<file path="config.mk">
export PLATFORM = sky130hd
export DESIGN_NAME = bus_strobe_gen
export DESIGN_NICKNAME = d
export VERILOG_FILES = /design/src/rtl/bus_strobe_pkg.sv /design/src/rtl/bsg_rst_qual.sv /design/src/rtl/bsg_cycle_seq.sv /design/src/rtl/bsg_strobe_shape.sv /design/src/rtl/bus_strobe_gen.sv
export SDC_FILE = /design/constraint.sdc
export NUM_CORES = 1
export LEC_CHECK = 0
export ABC_AREA = 1
export BUFFER_PORTS_ARGS = -buffer_cell sky130_fd_sc_hd__clkbuf_2
export CAP_MARGIN = 20
export CORE_MARGIN = 4
export CORE_UTILIZATION = 53
export DETAILED_ROUTE_END_ITERATION = 10
export GPL_TIMING_DRIVEN = 1
export MAX_ROUTING_LAYER = met4
export PLACE_DENSITY = 0.73
export SLEW_MARGIN = 20
export SYNTH_ARGS = -nofsm -noshare
export SYNTH_HDL_FRONTEND = slang
export SYNTH_SLANG_ARGS = --single-unit
</file>
<file path="constraint.sdc">
create_clock -name osc_clk -period 1.7 [get_ports osc_clk]
set_clock_uncertainty 0.1 [all_clocks]
set_input_delay 0.255 -clock osc_clk [delete_from_list [all_inputs] [get_ports osc_clk]]
set_output_delay 0.255 -clock osc_clk [all_outputs]
set_load 0.02 [all_outputs]
</file>
<file path="src/rtl/bus_strobe_pkg.sv">
package bus_strobe_pkg;

    // Attributes of one machine cycle, captured when phase 0 is entered.
    typedef struct packed {
        logic xdata;    // external data-memory access
        logic code_rd;  // code-constant read
        logic quiet;    // latch strobe parked unless data move
        logic ext;      // fetching from external program memory
    } mc_attr_t;

endpackage

</file>
<file path="src/rtl/bsg_rst_qual.sv">
module bsg_rst_qual #(
    parameter int SYNC_STAGES = 2,
    parameter int HOLD_CYCLES = 24
) (
    input  logic clk,
    input  logic rst_pin,
    output logic rst_int
);
    localparam int CNT_W = $clog2(HOLD_CYCLES + 1);

    typedef struct packed {
        logic [SYNC_STAGES-1:0] sync;
        logic [CNT_W-1:0]       cnt;
        logic                   rst;
    } st_t;

    st_t st_d, st_q;

    // A low pin clears the count and the reset, so the chain settles
    // on its own once the pin has been seen low.
    always_comb begin
        st_d      = st_q;
        st_d.sync = {st_q.sync[SYNC_STAGES-2:0], rst_pin};
        if (!st_q.sync[SYNC_STAGES-1]) begin
            st_d.cnt = '0;
            st_d.rst = 1'b0;
        end else begin
            if (st_q.cnt != CNT_W'(HOLD_CYCLES)) begin
                st_d.cnt = st_q.cnt + 1'b1;
            end
            if (st_d.cnt == CNT_W'(HOLD_CYCLES)) begin
                st_d.rst = 1'b1;
            end
        end
    end

    always_ff @(posedge clk) begin
        st_q <= st_d;
    end

    assign rst_int = st_q.rst;

endmodule

</file>
<file path="src/rtl/bsg_cycle_seq.sv">
module bsg_cycle_seq
    import bus_strobe_pkg::*;
#(
    parameter int MC_LEN  = 12,
    parameter int PHASE_W = 4
) (
    input  logic               clk,
    input  logic               rst,
    input  mc_attr_t           attr_in,
    output logic [PHASE_W-1:0] phase,
    output logic [PHASE_W-1:0] phase_nx,
    output mc_attr_t           attr_nx
);
    typedef struct packed {
        logic [PHASE_W-1:0] phase;
        logic               primed;
        mc_attr_t           attr;
    } st_t;

    st_t st_d, st_q;

    always_comb begin
        st_d = st_q;
        if (rst) begin
            st_d.phase  = '0;
            st_d.primed = 1'b0;
            st_d.attr   = '0;
        end else if (!st_q.primed) begin
            // first edge after reset: replay phase 0 as a real cycle start
            st_d.phase  = '0;
            st_d.primed = 1'b1;
            st_d.attr   = attr_in;
        end else if (st_q.phase == PHASE_W'(MC_LEN - 1)) begin
            st_d.phase = '0;
            st_d.attr  = attr_in;
        end else begin
            st_d.phase = st_q.phase + 1'b1;
        end
    end

    always_ff @(posedge clk) begin
        st_q <= st_d;
    end

    assign phase    = st_q.phase;
    assign phase_nx = st_d.phase;
    assign attr_nx  = st_d.attr;

endmodule

</file>
<file path="src/rtl/bsg_strobe_shape.sv">
module bsg_strobe_shape
    import bus_strobe_pkg::*;
#(
    parameter int PHASES_PER_STATE = 2,
    parameter int PHASE_W          = 4
) (
    input  logic               clk,
    input  logic               rst,
    input  logic [PHASE_W-1:0] phase_nx,
    input  mc_attr_t           attr_nx,
    output logic               addr_latch,
    output logic               prog_rd_n
);
    // Pulse windows derived from the state length.
    localparam int LATCH_W  = PHASES_PER_STATE;
    localparam int LATCH_A  = 0;
    localparam int LATCH_B  = 3 * PHASES_PER_STATE;
    localparam int READ_W   = PHASES_PER_STATE + 1;
    localparam int READ_A   = LATCH_A + LATCH_W + 1;
    localparam int READ_B   = LATCH_B + LATCH_W + 1;

    typedef struct packed {
        logic latch;
        logic rd_n;
    } st_t;

    st_t st_d, st_q;

    function automatic logic in_win(input logic [PHASE_W-1:0] ph,
                                    input int start, input int width);
        int p;
        p = int'(ph);
        return (p >= start) && (p < start + width);
    endfunction

    logic win_a, win_b, rd_win, latch_en;

    always_comb begin
        win_a    = in_win(phase_nx, LATCH_A, LATCH_W) && !attr_nx.xdata;
        win_b    = in_win(phase_nx, LATCH_B, LATCH_W);
        rd_win   = in_win(phase_nx, READ_A, READ_W) ||
                   in_win(phase_nx, READ_B, READ_W);
        latch_en = attr_nx.ext || !attr_nx.quiet ||
                   attr_nx.xdata || attr_nx.code_rd;

        st_d = st_q;
        if (rst) begin
            st_d.latch = 1'b0;
            st_d.rd_n  = 1'b1;
        end else begin
            st_d.latch = latch_en ? (win_a || win_b) : 1'b1;
            st_d.rd_n  = !(attr_nx.ext && !attr_nx.xdata && rd_win);
        end
    end

    always_ff @(posedge clk) begin
        st_q <= st_d;
    end

    assign addr_latch = st_q.latch;
    assign prog_rd_n  = st_q.rd_n;

endmodule

</file>
<file path="src/rtl/bus_strobe_gen.sv">
module bus_strobe_gen
    import bus_strobe_pkg::*;
#(
    parameter int PHASES_PER_STATE = 2,
    parameter int STATES_PER_MC    = 6,
    parameter int RST_HOLD_MC      = 2,
    parameter int SYNC_STAGES      = 2
) (
    input  logic       osc_clk,
    input  logic       rst_pin,
    input  logic       mc_xdata,
    input  logic       mc_code_rd,
    input  logic       latch_quiet,
    input  logic       ext_fetch,
    output logic       addr_latch,
    output logic       prog_rd_n,
    output logic [3:0] mc_phase,
    output logic       rst_int
);
    localparam int MC_LEN  = PHASES_PER_STATE * STATES_PER_MC;
    localparam int PHASE_W = 4;

    mc_attr_t           attr_in, attr_nx;
    logic [PHASE_W-1:0] phase_q, phase_nx;

    assign attr_in = '{xdata: mc_xdata, code_rd: mc_code_rd,
                       quiet: latch_quiet, ext: ext_fetch};

    bsg_rst_qual #(
        .SYNC_STAGES (SYNC_STAGES),
        .HOLD_CYCLES (RST_HOLD_MC * MC_LEN)
    ) u_rst (
        .clk     (osc_clk),
        .rst_pin (rst_pin),
        .rst_int (rst_int)
    );

    bsg_cycle_seq #(
        .MC_LEN  (MC_LEN),
        .PHASE_W (PHASE_W)
    ) u_seq (
        .clk      (osc_clk),
        .rst      (rst_int),
        .attr_in  (attr_in),
        .phase    (phase_q),
        .phase_nx (phase_nx),
        .attr_nx  (attr_nx)
    );

    bsg_strobe_shape #(
        .PHASES_PER_STATE (PHASES_PER_STATE),
        .PHASE_W          (PHASE_W)
    ) u_shape (
        .clk        (osc_clk),
        .rst        (rst_int),
        .phase_nx   (phase_nx),
        .attr_nx    (attr_nx),
        .addr_latch (addr_latch),
        .prog_rd_n  (prog_rd_n)
    );

    assign mc_phase = phase_q;

endmodule

</file>
==> metrics.md, run 1 <==
| Metric | Value |
|---|---|
| Status | finished, final reports clean |
| Max-Cap Viols | 0 |
| Synthesized cell area | 844.6 µm² |
| Crit path buf inv count | 0 |
| Hold path endpoint | u_seq.st_q[2] |
| Vias in the first global route | 588 |
| Final hold vios | 0 |
| Fin crit share | 92.52% |
| M1 WL | 624 µm |
| Syn Nets | 115 |
| DRC viols | 0 |
| Most used cell, CP | nor2_1 |
| Most frequent cells in the layout | inv_1, dfxtp_1, nor2_1 |
| Syn. warnings | 0 |
| CP max FO | 7 |
| Critical R2R Launch | u_seq.phase[0] |
| IO Count | 13 |
| Final min period | 1.573 ns |
| F_max | 0.6358 GHz |
| Largest net degree at the start of global routing | 12 |
| Area growth syn-to-layout | 10.37% |
| Slew headroom | 79.78% |
| Most common cell after layout, fill and taps aside | inv_1 |
| Mean Syn Cell Area | 7.968 µm² |
| CP required | 1.85 ns |
| Global route overflow | 0 |
| Final TNS setup | 0 ns |
| Uppermost layer routed | met4 |
| WL per Instance | 10.96 µm |
| Synth area leaders | dfxtp_1, inv_1, nor2_1 |
| H-Tree Depth | 1 |
| Post-synth top area share | 45.04% |
| DP HPWL | 1140 µm |
| Root Buffer | clkbuf_4 |
| Die height | 47.92 µm |
| Yosys cell types | 22 |
| Synth area leader | dfxtp_1 |
| Clk Latency, worst-skew pair | 0.30 ns |
| Final Hold Slack | 0.1416 ns |
| Antenna-violating nets left | 0 |
| Detailed Route WL | 1479 µm |
| RSZ-0062 raised after global routing | false |
| Initial antenna violation count | 0 |
| Reg clk slew, reported paths | 0.11 ns |
| Starting DRT DRC Count | 4 |
| Reg-to-reg endpoint | u_shape.addr_latch |
| GRT Overall Usage | 15.62% |
| Postcts setup bufs | 0 |
| Pre-Repair DR Iteration Count | 4 |
| Top_reg_cell synth | dfxtp_1 |
| Ys async rst share | 0% |
| Post-Syn Instances | 106 |
| Synth Register Bits | 19 |
| EDFF count, synth | 0 |
| DR vias | 675 |
| Least-Margin Pin Slew | 0.3010 ns |
| Sequential fraction of the synthesis area | 45.04% |
| Met2 wire length | 750 µm |
| Slowest stage delay, CP | 0.41 ns |
| Endpoints failing setup | 0 |
| Die width | 47.92 µm |
| Clk sink count | 19 |
| GP Congestion | 0.8561 |
| Crit-path cells | ha_1 > nand3_4 > nand2_2 > nor2_4 > nor2_1 > nand3_1 > nand2_1 > nor2_1 > nor2_1 |
| CTS tree | done |
| Post-CTS sizing | 0 |
| Crit path capture type | register |
| Vias/cell | 5.000 |
| Crit-path leading delay family | simple AND/OR/NAND/NOR gates |
| Starting Density | 56.06% |
| Power Dens Cells | 1625 nW/µm² |
| Share of cells above drive strength 1 | 20.17% |
| Core area | 1506 µm² |
| R2r worst-path depth | 9 |
| Die footprint | 2296 µm² |
| CP startpoint kind | register |
| Hold_sp | mc_code_rd |
| First-pass GRT wire length | 2311 µm |
| Worst hold path class | in2reg |
| Peak VDD IR | 0.7745 mV |
| WS Path Type | reg2reg |
| CP max-delay cell | dfxtp_1 |
| Clk buf depth | 2 |
| TritonCTS Buffers | 3 |
| WHS Path Cells | 3 |
| P_leak | 0.4875 nW |
| Met3 Wirelength | 57 µm |
| Max Slew Vio Count | 0 |
| Crit path DAT | 1.72 ns |
| R2r setup slk | 0.13 ns |
| Port Buffers | 12 |
| Fin nets | 129 |
| Diodes inserted | 0 |
| Std cell rows | 14 |
[stage by stage]
| step | area, µm² | cells | util (%) | setup slack [ns] | power [mW] |
|---|---|---|---|---|---|
| global placement | 894.6 | 130 | 59.39 | 0.1839 | 1.287 |
| finish | 932.1 | 135 | 61.88 | 0.1272 | 1.514 |
| CTS | 932.1 | 135 | 61.88 | 0.1121 | 1.532 |
| global route | 932.1 | 135 | 61.88 | 0.03116 | 1.642 |
| floorplan | 844.6 | 106 | - | 0.2929 | 1.203 |
| detailed placement | 894.6 | 130 | 59.39 | 0.1419 | 1.299 |
[state kept, by name, indices dropped and copies added (netlist names)]
signal	cells
u_shape.prog_rd_n	1
u_rst.st_q	6
u_seq.st_q	5
u_shape.addr_latch	1
u_rst.st_d	1
u_seq.phase	4
u_rst.rst_int	1
[worst max path at each step]
stage          cells after the start                  to  slack [ns]            from
5_1_grt                            9  u_shape.addr_latch        0.03  u_seq.phase[0]
3_3_place_gp                       9  u_shape.addr_latch        0.18  u_seq.phase[0]
6_report                           9  u_shape.addr_latch        0.13  u_seq.phase[0]
2_1_floorplan                      9  u_shape.addr_latch        0.29  u_seq.phase[0]
3_5_place_dp                       9  u_shape.addr_latch        0.14  u_seq.phase[0]
4_1_cts                            9  u_shape.addr_latch        0.11  u_seq.phase[0]
[cell type report]
| class | count | area, µm² |
|---|---|---|
| Fill cell | 128 | 574.3 |
| Timing Repair Buffer | 13 | 70.07 |
| Inverter | 21 | 78.83 |
| Clock inverter | 1 | 5.005 |
| Sequential cell | 19 | 380.4 |
| Clock buffer | 3 | 22.52 |
| Tap cell | 16 | 20.02 |
| Multi-Input combinational cell | 62 | 355.3 |
[per-layer routing]
| layer | vias up | track usage (%) |
|---|---|---|
| met4 | 0 | 11.29 |
| met1 | 307 | 14.67 |
| li1 | 354 | - |
| met3 | 4 | 4.511 |
| met5 | - | - |
| met2 | 10 | 26.65 |
[cells by family after synthesis]
group           after synthesis  share of synthesized area, %
buf+inv                      25                         12.89
simple gates                 47                         28.59
compound gates                8                         4.888
flops                        19                         45.04
xor+xnor                      4                         4.149
fa+ha+maj                     3                         4.445
[Yosys cell counts (2+ instances only)]
master    n
inv_1    20
dfxtp_1  19
xnor2_1   2
o21ai_0   3
nand3_1  10
nand2_1  11
nor2_4    2
nand4_1   3
nor2_1   14
a21oi_1   3
xor2_1    2
ha_1      3
buf_4     4
nor3_1    2
[power by group]
| part | internal [mW] | switching (mW) | leakage (nW) |
|---|---|---|---|
| Clock | 0.0877 | 0.140 | 0.0177 |
| Combinational | 0.231 | 0.417 | 0.312 |
| Sequential | 0.564 | 0.0742 | 0.158 |
[tightest hold or removal path: cells and delay by family]
kind            cells  cell delay (ns)
compound gates      1             0.03
simple gates        1             0.13
buf+inv             1             0.08
[repair_timing]
item | in CTS | in global routing
hold buffers | 1 | 0
endpoints found under the hold margin | 1 | 0
setup endpoints to repair | 0 | 0
Power figures use the tool's default switching activity.
==> run 2, diff against run 1 <==
--- a/config.mk
+++ b/config.mk
@@ -8,8 +8,10 @@
 export ABC_AREA = 1
 export BUFFER_PORTS_ARGS = -buffer_cell sky130_fd_sc_hd__clkbuf_2
 export CAP_MARGIN = 20
+export CELL_PAD_IN_SITES_DETAIL_PLACEMENT = 0
+export CELL_PAD_IN_SITES_GLOBAL_PLACEMENT = 1
 export CORE_MARGIN = 4
-export CORE_UTILIZATION = 53
+export CORE_UTILIZATION = 39
 export DETAILED_ROUTE_END_ITERATION = 10
 export GPL_TIMING_DRIVEN = 1
 export MAX_ROUTING_LAYER = met4
==> run 2 against run 1 <==
Via count down 3.3%. Global-route usage down 4.4 points. Routed wire length down 8.1%. Sequential cell count unchanged. Worst setup slack better by 0.073 ns. Critical path type unchanged. Critical endpoint unchanged. Final cell count up 8.1%.
==> metrics.md, run 2 (synthesis results as in run 1) <==
| Metric | Value |
|---|---|
| TritonCTS Buffers | 3 (unchanged) |
| Max Slew Vio Count | 0 (unchanged) |
| CTS tree | done (unchanged) |
| Crit path capture type | register (unchanged) |
| CP startpoint kind | register (unchanged) |
| Max-Cap Viols | 0 (unchanged) |
| Crit path DAT | 1.64 ns (was 1.72 ns) |
| P_leak | 0.4859 nW (was 0.4875 nW) |
| GP Congestion | 0.7465 (was 0.8561) |
| DR vias | 653 (was 675) |
| F_max | 0.6667 GHz (was 0.6358 GHz) |
| Diodes inserted | 0 (unchanged) |
| Max reg flops | 6 (unchanged) |
| # fillers | 219 (was 128) |
| Final min period | 1.500 ns (was 1.573 ns) |
| First-pass GRT wire length | 2304 µm (was 2311 µm) |
| CP required | 1.84 ns (was 1.85 ns) |
| Die width | 54.54 µm (was 47.92 µm) |
| Share of cells above drive strength 1 | 21.85% (was 20.17%) |
| Power Dens Cells | 1580 nW/µm² (was 1625 nW/µm²) |
| IO Count | 13 (unchanged) |
| Port Buffers | 12 (unchanged) |
| Peak VDD IR | 0.6255 mV (was 0.7745 mV) |
| Starting DRT DRC Count | 6 (was 4) |
| Largest register by flop count | u_rst.st_q (unchanged) |
| Global route overflow | 0 (unchanged) |
| WL per Instance | 9.308 µm (was 10.96 µm) |
| Antenna-violating nets left | 0 (unchanged) |
| Clk buf depth | 2 (unchanged) |
| Worst hold path class | in2reg (unchanged) |
| Core area | 2002 µm² (was 1506 µm²) |
| Least-Margin Pin Slew | 0.3006 ns (was 0.3010 ns) |
| Largest net degree at the start of global routing | 12 (unchanged) |
| Most common cell after layout, fill and taps aside | inv_1 (unchanged) |
| Slew headroom | 79.81% (was 79.78%) |
| Vias in the first global route | 610 (was 588) |
| Vias/cell | 4.473 (was 5.000) |
| Die height | 54.54 µm (was 47.92 µm) |
| Final TNS setup | 0 ns (unchanged) |
| GRT Overall Usage | 11.25% (was 15.62%) |
| Clk Latency, worst-skew pair | 0.29 ns (was 0.30 ns) |
| Fin nets | 129 (unchanged) |
| Area growth syn-to-layout | 12.44% (was 10.37%) |
| DRC viols | 0 (unchanged) |
| DP HPWL | 1091 µm (was 1140 µm) |
| Pre-Repair DR Iteration Count | 4 (unchanged) |
| Final Hold Slack | 0.1209 ns (was 0.1416 ns) |
| Starting Density | 42.19% (was 56.06%) |
| H-Tree Depth | 1 (unchanged) |
| RSZ-0062 raised after global routing | false (unchanged) |
| Initial antenna violation count | 0 (unchanged) |
| WS Path Type | reg2reg (unchanged) |
| Clk sink count | 19 (unchanged) |
| Detailed Route WL | 1359 µm (was 1479 µm) |
| Root Buffer | clkbuf_4 (unchanged) |
| Status | finished, final reports clean (unchanged) |
| Die footprint | 2974 µm² (was 2296 µm²) |
| Most frequent cells in the layout | inv_1, dfxtp_1, nor2_1 (unchanged) |
| Fin crit share | 88.24% (was 92.52%) |
| Endpoints failing setup | 0 (unchanged) |
| CP max FO | 7 (unchanged) |
| Final hold vios | 0 (unchanged) |
| Reg clk slew, reported paths | 0.11 ns (about the same) |
| Std cell rows | 16 (was 14) |
-- run 2: cell count changes in the layout (fill, tap and decap cells not counted) --
cell	delta
dfxtp_1	-1
dfxtp_2	+1
ha_1	-1
ha_2	+1
-- run 2: metrics by stage --
step / area [µm²] / total power [mW] / utilization (%) / std cells / setup WS [ns]
global route: 949.7 / 1.634 / 47.44 / 146 / 0.008315
global placement: 908.4 / 1.298 / 45.38 / 141 / 0.1664
finish: 949.7 / 1.500 / 47.44 / 146 / 0.2000
floorplan: 844.6 / 1.203 / - / 106 / 0.2929
CTS: 945.9 / 1.523 / 47.25 / 146 / 0.1196
detailed placement: 908.4 / 1.298 / 45.38 / 141 / 0.1396
-- run 2: routing by layer --
metal  global-route usage, %  part of all wire (%)  wire, µm
met1                   11.57                    44       594
met2                   18.92                    50       680
met3                   2.725                   5.4        74
met4                   7.469                  0.66         9
met5                       -                     0         0
-- run 2: path summary, 6_finish.rpt --
path	cells after the start	slack, ns	end	from
max	9	0.20	u_shape.addr_latch	u_seq.phase[1]
min	3	0.12	u_seq.st_q[1]	latch_quiet
max reg2reg	9	0.20	u_shape.addr_latch	u_seq.phase[1]
min reg2reg	0	0.24	u_rst.st_q[7]	u_rst.st_d[7]
-- run 2: final cells by class --
type                            count  area (µm²)  area share [%]
Clock inverter                      1       5.005          0.5270
Multi-Input combinational cell     62       357.8           37.68
Timing Repair Buffer               13       70.07           7.378
Clock buffer                        3       22.52           2.372
Inverter                           21       78.83           8.300
Tap cell                           27       33.78           3.557
Sequential cell                    19       381.6           40.18
-- run 2: critical path: stages, from the launching register on --
cell,delay [ns]
dfxtp_1,0.39
ha_2,0.23
nand3_4,0.11
nand2_2,0.13
nor2_4,0.06
nor2_1,0.16
nand3_1,0.09
nand2_1,0.06
nor2_1,0.04
nor2_1,0.07
-- run 2: timing repair --
action,in CTS,in global routing
hold endpoints to repair,1,0
setup endpoints to repair,0,1
hold buffers,1,0
gates resized for setup,0,2
buffers inserted,0,0
-- run 2: report_power, final --
| part | internal, mW | total (mW) | switching, mW |
|---|---|---|---|
| Combinational | 0.233 | 0.640 | 0.406 |
| Clock | 0.0874 | 0.221 | 0.133 |
| Sequential | 0.565 | 0.639 | 0.0744 |
